File: config.mk
export PLATFORM = sky130hd
export DESIGN_NAME = wram_window_port
export DESIGN_NICKNAME = d
export VERILOG_FILES = /design/src/rtl/wram_port_pkg.sv /design/src/rtl/wram_port_decode.sv /design/src/rtl/wram_ptr_reg.sv /design/src/rtl/wram_port_rmux.sv /design/src/rtl/wram_window_port.sv
export SDC_FILE = /design/constraint.sdc
export NUM_CORES = 1
export LEC_CHECK = 0
export ABC_AREA = 1
export BUFFER_PORTS_ARGS = -buffer_cell sky130_fd_sc_hd__buf_2
export CAP_MARGIN = 20
export CELL_PAD_IN_SITES_DETAIL_PLACEMENT = 1
export CELL_PAD_IN_SITES_GLOBAL_PLACEMENT = 1
export CORE_MARGIN = 5
export CORE_UTILIZATION = 26
export DETAILED_ROUTE_END_ITERATION = 7
export PLACE_DENSITY_LB_ADDON = 0.1
export SYNTH_ARGS = -nofsm -noshare
export SYNTH_HDL_FRONTEND = slang
export SYNTH_SLANG_ARGS = --single-unit
File: constraint.sdc
create_clock -name clk -period 1.3 [get_ports clk]
set_clock_uncertainty 0.15 [all_clocks]
set_input_delay 0.065 -clock clk [delete_from_list [all_inputs] [get_ports clk]]
set_output_delay 0.065 -clock clk [all_outputs]
set_load 0.02 [all_outputs]
File: src/rtl/wram_port_pkg.sv
package wram_port_pkg;

    // Register offsets within the block's window; the order of the
    // three pointer bytes is fixed by software that loads them.
    typedef enum logic [1:0] {
        SEL_DATA    = 2'd0,
        SEL_PTR_LO  = 2'd1,
        SEL_PTR_MID = 2'd2,
        SEL_PTR_HI  = 2'd3
    } reg_sel_e;

    // One decoded operation per cycle; at most one field is set.
    typedef struct packed {
        logic data_rd;
        logic data_wr;
        logic ld_lo;
        logic ld_mid;
        logic ld_hi;
    } port_op_t;

    localparam int BYTE_W = 8;

    function automatic logic is_data_access(input port_op_t op);
        return op.data_rd | op.data_wr;
    endfunction

endpackage

File: src/rtl/wram_port_decode.sv
module wram_port_decode
    import wram_port_pkg::*;
#(
    parameter int OFF_W = 2
) (
    input  logic [OFF_W-1:0] cpu_addr,
    input  logic             cpu_rd,
    input  logic             cpu_wr,
    output port_op_t         op
);
    reg_sel_e sel;
    logic     hit;

    generate
        if (OFF_W > 2) begin : g_wide
            assign hit = (cpu_addr[OFF_W-1:2] == '0);
        end else begin : g_narrow
            assign hit = 1'b1;
        end
    endgenerate

    assign sel = reg_sel_e'(cpu_addr[1:0]);

    always_comb begin
        op = '0;
        if (hit) begin
            unique case (sel)
                SEL_DATA: begin
                    op.data_wr = cpu_wr;
                    op.data_rd = cpu_rd & ~cpu_wr;
                end
                SEL_PTR_LO:  op.ld_lo  = cpu_wr;
                SEL_PTR_MID: op.ld_mid = cpu_wr;
                SEL_PTR_HI:  op.ld_hi  = cpu_wr;
                default: op = '0;
            endcase
        end
    end
endmodule

File: src/rtl/wram_ptr_reg.sv
module wram_ptr_reg
    import wram_port_pkg::*;
#(
    parameter int PTR_W = 17
) (
    input  logic             clk,
    input  logic             rst,
    input  port_op_t         op,
    input  logic [7:0]       wdata,
    output logic [PTR_W-1:0] ptr_q
);
    localparam int HI_W = PTR_W - 16;

    logic [PTR_W-1:0] ptr_d;
    logic [PTR_W-1:0] ptr_inc;

    assign ptr_inc = ptr_q + {{(PTR_W-1){1'b0}}, 1'b1};

    always_comb begin
        ptr_d = ptr_q;
        if (is_data_access(op)) begin
            ptr_d = ptr_inc;
        end else if (op.ld_lo) begin
            ptr_d[7:0] = wdata;
        end else if (op.ld_mid) begin
            ptr_d[15:8] = wdata;
        end else if (op.ld_hi) begin
            ptr_d[PTR_W-1:16] = wdata[HI_W-1:0];
        end
    end

    always_ff @(posedge clk) begin
        if (rst) ptr_q <= '0;
        else     ptr_q <= ptr_d;
    end
endmodule

File: src/rtl/wram_port_rmux.sv
module wram_port_rmux
    import wram_port_pkg::*;
(
    input  port_op_t   op,
    input  logic [7:0] mem_rdata,
    input  logic [7:0] open_bus,
    output logic [7:0] cpu_rdata
);
    always_comb begin
        cpu_rdata = op.data_rd ? mem_rdata : open_bus;
    end
endmodule

File: src/rtl/wram_window_port.sv
module wram_window_port
    import wram_port_pkg::*;
#(
    parameter int                 OFF_W     = 2,
    parameter int                 PTR_W     = 17,
    parameter int                 MEM_AW    = 24,
    parameter logic [MEM_AW-1:0]  BASE_ADDR = 24'h7E0000
) (
    input  logic              clk,
    input  logic              rst,
    input  logic [OFF_W-1:0]  cpu_addr,
    input  logic [7:0]        cpu_wdata,
    input  logic              cpu_rd,
    input  logic              cpu_wr,
    input  logic [7:0]        open_bus,
    output logic [7:0]        cpu_rdata,
    output logic [MEM_AW-1:0] mem_addr,
    output logic [7:0]        mem_wdata,
    input  logic [7:0]        mem_rdata,
    output logic              mem_rd,
    output logic              mem_wr
);
    localparam int PAD_W = MEM_AW - PTR_W;

    port_op_t         op;
    logic [PTR_W-1:0] ptr_q;

    wram_port_decode #(.OFF_W(OFF_W)) u_decode (
        .cpu_addr (cpu_addr),
        .cpu_rd   (cpu_rd),
        .cpu_wr   (cpu_wr),
        .op       (op)
    );

    wram_ptr_reg #(.PTR_W(PTR_W)) u_ptr (
        .clk   (clk),
        .rst   (rst),
        .op    (op),
        .wdata (cpu_wdata),
        .ptr_q (ptr_q)
    );

    wram_port_rmux u_rmux (
        .op        (op),
        .mem_rdata (mem_rdata),
        .open_bus  (open_bus),
        .cpu_rdata (cpu_rdata)
    );

    assign mem_addr  = BASE_ADDR | {{PAD_W{1'b0}}, ptr_q};
    assign mem_wdata = cpu_wdata;
    assign mem_rd    = op.data_rd;
    assign mem_wr    = op.data_wr;
endmodule

Word level (Yosys, flattened, before mapping)
Cells that the tools add are included.
Cells by class
  add/subtract/negate cells: 1
  div/mod/pow operators: 0
  shift operators: 0
  eq/ne operators: 5
  multiplexer cells: 11
  magnitude comparators: 0
  multipliers: 0
  bitwise operators: 3
  reduce and logical (&&, ||, !) cells: 6
Operators by type and width (count)
  two-way mux 8 bit: 3
  adder 17 x 1 -> 17 bit (second input constant): 1
  two-way mux 17 bit: 1
  two-way mux 9 bit: 1
  nonzero test 2 bit: 3
  two-way mux 1 bit: 5
  equality test 2 bit (second input constant): 2
  inequality test 2 x 1 -> 1 bit (second input constant): 2
  AND reduction 3 bit: 1
  equality test 2 x 1 -> 1 bit (second input constant): 1
  logical NOT 2 bit: 1
  two-way mux 2 bit: 1
  AND reduction 2 bit: 1
  bitwise AND 1 bit: 1
  inverter 1 bit: 1
  bitwise OR 1 bit: 1
Storage, ports and cells
  register bits after elaboration: 17
  memory bits (read-only): 0
  memories kept: 0
  input bits: 30
  output and inout port bits: 42
  bits in latches: 0
  memory bits (writable): 0

Logic depth before layout (Yosys ltp)
Gate-level depths: netlist (run 1).
  depth after elaboration: 6
  mapped depth: 8
  mapped depth without buffers: 8

By module
Synthesis (run 1) repeated with hierarchy kept, for this count alone.
Second synthesis, totals
  cell total of the unflattened synthesis: 260
  area total of the unflattened synthesis: 1604.0 µm²
Modules (own cells, without submodules)
  wram_ptr_reg: instances 1, seq. area each 340.3 µm², area an instance 1333.8 µm², cells each 205
  wram_window_port: instances 1, seq. area each 0.0 µm², area an instance 120.1 µm², cells each 17
  wram_port_rmux: instances 1, seq. area each 0.0 µm², area an instance 105.1 µm², cells each 26
  wram_port_decode: instances 1, seq. area each 0.0 µm², area an instance 45.0 µm², cells each 12

Worst setup path after synthesis (run 1)
No wires, ideal clock.
  kind: register to register
  start: reg u_ptr.ptr_q[1]
  end: reg u_ptr.ptr_q[16]
  path slack: -268 ps
  data arrival time: 1348 ps
  clock period less this slack: 1568 ps
  cell stages (with the launch flop): 8
  buffers on the path: 0
  cells stage by stage: dfxtp_1 ha_1 nand2_1 nor2_1 nand2_1 o21ai_0 nand3_1 a21oi_1
On the way
  word-level cells in the longest chain between the ends: 2
RTL lines
  from (decl): RTL line wram_ptr_reg.sv:10  | output logic [PTR_W-1:0] ptr_q
  from (signal assigned): RTL line wram_ptr_reg.sv:34  | else ptr_q <= ptr_d;
  adder 17 x 1 -> 17 bit: RTL line wram_ptr_reg.sv:17  | assign ptr_inc = ptr_q + {{(PTR_W-1){1'b0}}, 1'b1};
  two-way mux 17 bit: RTL line wram_ptr_reg.sv:21  | if (is_data_access(op)) begin
Every way passes these cells.
A chain may end at the register's enable or synchronous reset.

Worst setup path in the final report (run 1)
  start: reg u_ptr.ptr_q[0]
  end: reg u_ptr.ptr_q[10]
Same word-level chain as after synthesis.

==> metrics.txt, run 1 <==
status=finished, violations left; failing checks=setup timing; Startpoint Class=register; via count of the first global-routing pass=2,041; DR WL/cell=14.8 µm; Critical Path AT=1.42 ns; Avg Cell Area, Syn=5.79 µm²; RSZ-0062 raised after global routing=yes; drc violations=0; CP Capture Type=register; Syn Std Cell Area=1400 µm²; area delta synth->final=67.7%; antenna violations before repair=0; HP Class=input pin to register; Worst-path clk slew=0.09 ns; CTS H-tree lvls=1; number of cell rows=26; Fmax=0.732 GHz; flops & latches, synth=17; Sw Pwr=668 µW; die height=83.4 µm; IO Pins=72; Fillers=710; DRT iter0 DRCs=37; Crit Path Class=register to register; Max Slew Vio Count=0; TritonCTS clock tree=done; I/O Buffers=64; via count=1,957; largest net degree at the start of global routing=16; Internal Power=1.06 mW; crit share post-route=105%; Max VDD drop=357 µV; maxcap violations=0; layout cells sized above 1=49.6%; Finish-stage setup viols=6; Final Hold Viols=0; gp weighted congestion=0.755; DP HPWL=4.66 mm; Routed Antenna Nets=0; Initial Utilization=27.1%; first-pass GRT wire length=9.98 mm; P per Cell Area=733 nW/µm²; top flop regs=u_ptr.ptr_q: 17 flops; Reg area=372 µm²; met3 usage=3.27%; Final WS setup=-0.0656 ns; Placed Instances=400; met2 usage=29.7%; grt ovf=0; synth unique cells=22; minimum clock period after layout=1.37 ns; worst hold slack=0.00345 ns; Clock Power Share=25.9%; Syn. warnings=0; register name with the most flops=u_ptr.ptr_q; antenna diode count=0; max reg flops=17; fin cells=415; Logic pwr share=38.0%; width of the die=83.4 µm; Post-Route WL=6.13 mm; cell count after synthesis=242; total track usage=17.3%; CTS Buffer Depth=2; CTS buffer count=3; Post-Place Setup Slack=-0.148 ns; Sw Share=38.8%; CP Max Fanout=4; GR Util met1=21.7%; layer with the highest usage=met2; total die area=6960 µm²; Seq pwr share=36.1%; total leakage power=1.19 nW; Clk Latency, worst-skew pair=0.27 ns; area of the multi-input gates=1030 µm²; Seq/Total Area, Yosys=24.3%; clock sink total=17; post-DR vias/cell=4.72; drt first pass iters=4; Core ar.=5170 µm²; Root Driver=clkbuf_8; nets=377; Critical Path RT=1.35 ns
[critical path, cell delays in order, from the launching register on]
cell and delay, ns:
dfxtp_4 0.37, ha_4 0.17, nand2_4 0.07, nor2_4 0.12, nand2_2 0.09, o21bai_1 0.13
nand3_1 0.08, a21oi_1 0.12
[logic make-up after synthesis]
group / after synthesis / share of synthesized area, %
adders and majority gates: 1 / 0.893
other: 2 / 0.536
AOI/OAI and AO/OA: 47 / 17.9
DFF: 17 / 24.3
and+or+nand+nor: 130 / 39.8
buffers and inverters: 45 / 16.6
[worst paths after layout]
path                                startpoint         endpoint  slack [ns]  depth (start not counted)
worst min-delay path              cpu_wdata[2]   u_ptr.ptr_q[2]       0.003                          3
worst max register to register  u_ptr.ptr_q[0]  u_ptr.ptr_q[10]       -0.07                          7
worst max-delay path            u_ptr.ptr_q[0]  u_ptr.ptr_q[10]       -0.07                          7
worst min register to register  u_ptr.ptr_q[2]   u_ptr.ptr_q[2]        0.46                          2
[synthesized netlist by cell type]
library cell  number  share of area, %
ha_1               1              0.89
o21bai_1           3               1.6
inv_2              3              0.80
nor2_4             1              0.80
nand3_1           31                11
nand4_1            3               1.3
nand2_1           74                20
clkbuf_1           1              0.27
o211ai_1           1              0.54
conb_1             2              0.54
nor2_2             2              0.89
or2_2              2              0.89
nand3_2            1              0.71
o21ai_0           15               5.4
inv_1             24               6.4
nor2_1            16               4.3
o21ai_1            9               3.2
buf_4             17               9.1
o21ai_2            1              0.63
a31oi_1            1              0.45
dfxtp_1           17                24
a21oi_1           17               6.1
[repair_timing]
item                                   4_1_cts  5_1_grt
setup endpoints to repair                   16       22
resized for setup                           24       26
endpoints found under the hold margin        6        0
setup buffers                                5        0
hold buffers                                 6        0
pin swaps                                   11       10
[metrics by stage]
| stage | power (mW) | area, µm² | TNS (ns) | util [%] |
|---|---|---|---|---|
| after floorplan | 0.967 | 1490 | -0.0767 | - |
| after global placement | 1.22 | 2040 | -0.434 | 39.5 |
| after detailed placement | 1.23 | 2040 | -0.652 | 39.5 |
| after CTS | 1.72 | 2260 | -0.220 | 43.8 |
| after global routing | 1.83 | 2350 | -0.974 | 45.4 |
| final | 1.72 | 2350 | -0.239 | 45.4 |
[area by class of cell]
class	instances	share of cell area, %
clock buffer	3	1.76
tap	70	3.73
clock inverter	1	0.213
inverter	27	4.31
multi-input combinational	185	43.8
sequential	17	15.8
timing repair buffer	112	30.4
[power groups by stage]
stage	Sequential, mW	Combinational [mW]	Clock, mW
6_report	0.623	0.654	0.446
5_1_grt	0.628	0.719	0.478
4_1_cts	0.619	0.637	0.460
3_5_place_dp	0.628	0.605	0
3_3_place_gp	0.627	0.598	0
2_1_floorplan	0.686	0.280	0
[placed cells by master (no fill, tap or decap), types with 3 or more instances in the layout]
cell,count
nand3_1,26
nand4_1,3
conb_1,7
buf_2,60
o21bai_1,3
o21ai_1,10
dfxtp_1,4
a21oi_1,14
inv_1,21
nand2_2,12
nor2_2,5
nand3_2,4
buf_4,44
nor2_1,6
dfxtp_2,7
nand2_1,59
clkbuf_8,3
dlygate4sd3_1,6
nand2_4,3
o21ai_0,13
dfxtp_4,6
a21oi_2,3
inv_2,6
nor2_4,8
[layer usage]
layer | wire length, µm | vias up
met5 | 0 | -
met4 | 81 | 0
met3 | 325 | 8
met2 | 2890 | 62
met1 | 2830 | 916
li1 | - | 971
(Power assumes the default switching activity.)
==> inputs of run 2 (changes only) <==
Settings changed: CTS_CLUSTER_SIZE set to 20, RECOVER_POWER set to 50.
==> run 2 against run 1 <==
Effect of this change: the flow still finishes with violations (setup timing); clock power about the same; count of clock-buffer cells in the layout stayed put; core utilization down 0.34 points; total power shrank 0.36%; worst setup slack about the same; cell count unchanged; final area is 0.75% lower; sequential cell count did not move; hold slack better by 0.0031 ns; die area stayed put; register-to-register slack is essentially flat; largest cell class unchanged; highest routed layer unchanged.
==> metrics.txt, run 2 (synthesis gave the netlist of run 1 again) <==
die height=83.4 µm; register name with the most flops=u_ptr.ptr_q; I/O Buffers=64; Fillers=718; status=finished, violations left; Max VDD drop=357 µV; nets=377; Final Hold Viols=0; DR WL/cell=14.8 µm; drt first pass iters=4; crit share post-route=105%; total track usage=17.3%; total die area=6960 µm²; max reg flops=17; maxcap violations=0; area of the multi-input gates=1030 µm²; Clock Power Share=26.0%; Logic pwr share=37.7%; Worst-path clk slew=0.09 ns; Critical Path AT=1.42 ns; Finish-stage setup viols=6; IO Pins=72; DRT iter0 DRCs=34; P per Cell Area=736 nW/µm²; CTS Buffer Depth=2; antenna diode count=0; Sw Pwr=668 µW; Post-Place Cell Area=2040 µm²; CTS H-tree lvls=1; Total Power=1.72 mW; CTS buffer count=3; Max Slew Vio Count=0; Sw Share=38.9%; post-route design area=2330 µm²; first-pass GRT wire length=9.98 mm; post-DR vias/cell=4.70; Core ar.=5170 µm²; HP Class=input pin to register; via count=1,950; Initial Utilization=27.1%; minimum clock period after layout=1.37 ns; layout cells sized above 1=45.8%; failing checks=setup timing; area delta synth->final=66.4%; drc violations=0; most frequent cells in the layout=nand2_1 (59), buf_2 (48), buf_4 (44), nand3_1 (26), inv_1 (21); CP Max Fanout=4; Critical Path RT=1.35 ns; top flop regs=u_ptr.ptr_q: 17 flops; largest net degree at the start of global routing=16; Final WS setup=-0.0655 ns; Reg area=372 µm²; number of cell rows=26; Internal Power=1.05 mW; TritonCTS clock tree=done; width of the die=83.4 µm; DP HPWL=4.66 mm; grt ovf=0; CP Capture Type=register; Clk Latency, worst-skew pair=0.27 ns; Root Driver=clkbuf_8; Crit Path Class=register to register; Post-Route WL=6.13 mm; RSZ-0062 raised after global routing=yes; gp weighted congestion=0.755; clock sink total=17; antenna violations before repair=0; via count of the first global-routing pass=2,041; Startpoint Class=register; most common cell after layout, fill and taps aside=nand2_1; Seq pwr share=36.3%; total leakage power=1.16 nW; Fmax=0.732 GHz; Post-Place Setup Slack=-0.148 ns; Routed Antenna Nets=0
==> run 2: cell count changes in the layout (fill, tap and decap cells not counted), sizes merged <==
cell    delta
buf       -12
clkbuf    +12
==> run 2: timing repair <==
action | 4_1_cts | 5_1_grt
cloned | 0 | 0
hold buffers | 6 | 0
hold endpoints to repair | 6 | 0
setup buffers | 5 | 0
resized for setup | 24 | 26
pin swaps | 11 | 10
setup endpoints to repair | 16 | 22
==> run 2: cell type report <==
| cell class | instances | share of cell area (%) |
|---|---|---|
| clock buffers | 3 | 1.77 |
| clock inverters | 1 | 0.215 |
| inverters | 27 | 4.35 |
| multi-input cells | 185 | 44.0 |
| flip-flops and latches | 17 | 15.9 |
| well taps | 70 | 3.76 |
| repair buffers | 112 | 29.9 |
==> run 2: metrics by stage <==
stage | TNS (ns) | hold slack, ns | utilization (%) | std cells
2_1_floorplan | -0.0767 | -0.0230 | - | 247
6_report | -0.242 | 0.00652 | 45.1 | 415
3_3_place_gp | -0.434 | 0.0785 | 39.5 | 400
3_5_place_dp | -0.652 | 0.0884 | 39.5 | 400
5_1_grt | -0.974 | 0.0407 | 45.1 | 415
4_1_cts | -0.220 | 0.0104 | 43.8 | 415
==> run 2: layer usage <==
layer,vias to the layer above,share of wire [%],GRT usage [%]
li1,971,-,-
met1,909,46,21.7
met2,62,48,29.7
met3,8,5.3,3.27
met4,0,1.3,5.56
met5,-,0,0
==> run 2: final timing paths <==
check                  from         endpoint  slack [ns]  cells past startpoint
min reg2reg  u_ptr.ptr_q[2]   u_ptr.ptr_q[2]        0.46                      2
min            cpu_wdata[2]   u_ptr.ptr_q[2]       0.007                      3
max reg2reg  u_ptr.ptr_q[0]  u_ptr.ptr_q[10]       -0.07                      7
max          u_ptr.ptr_q[0]  u_ptr.ptr_q[10]       -0.07                      7
==> run 2: worst max-delay path, stage by stage (launching register included) <==
cell and delay, ns:
dfxtp_4 0.37, ha_4 0.17, nand2_4 0.07, nor2_4 0.12
nand2_2 0.09, o21bai_1 0.13, nand3_1 0.08, a21oi_1 0.12
==> run 2: power by group through the flow <==
stage,Sequential [mW],Clock [mW],Combinational (mW)
2_1_floorplan,0.686,0,0.280
3_3_place_gp,0.627,0,0.598
3_5_place_dp,0.628,0,0.605
4_1_cts,0.619,0.460,0.637
5_1_grt,0.628,0.478,0.713
6_report,0.623,0.446,0.648
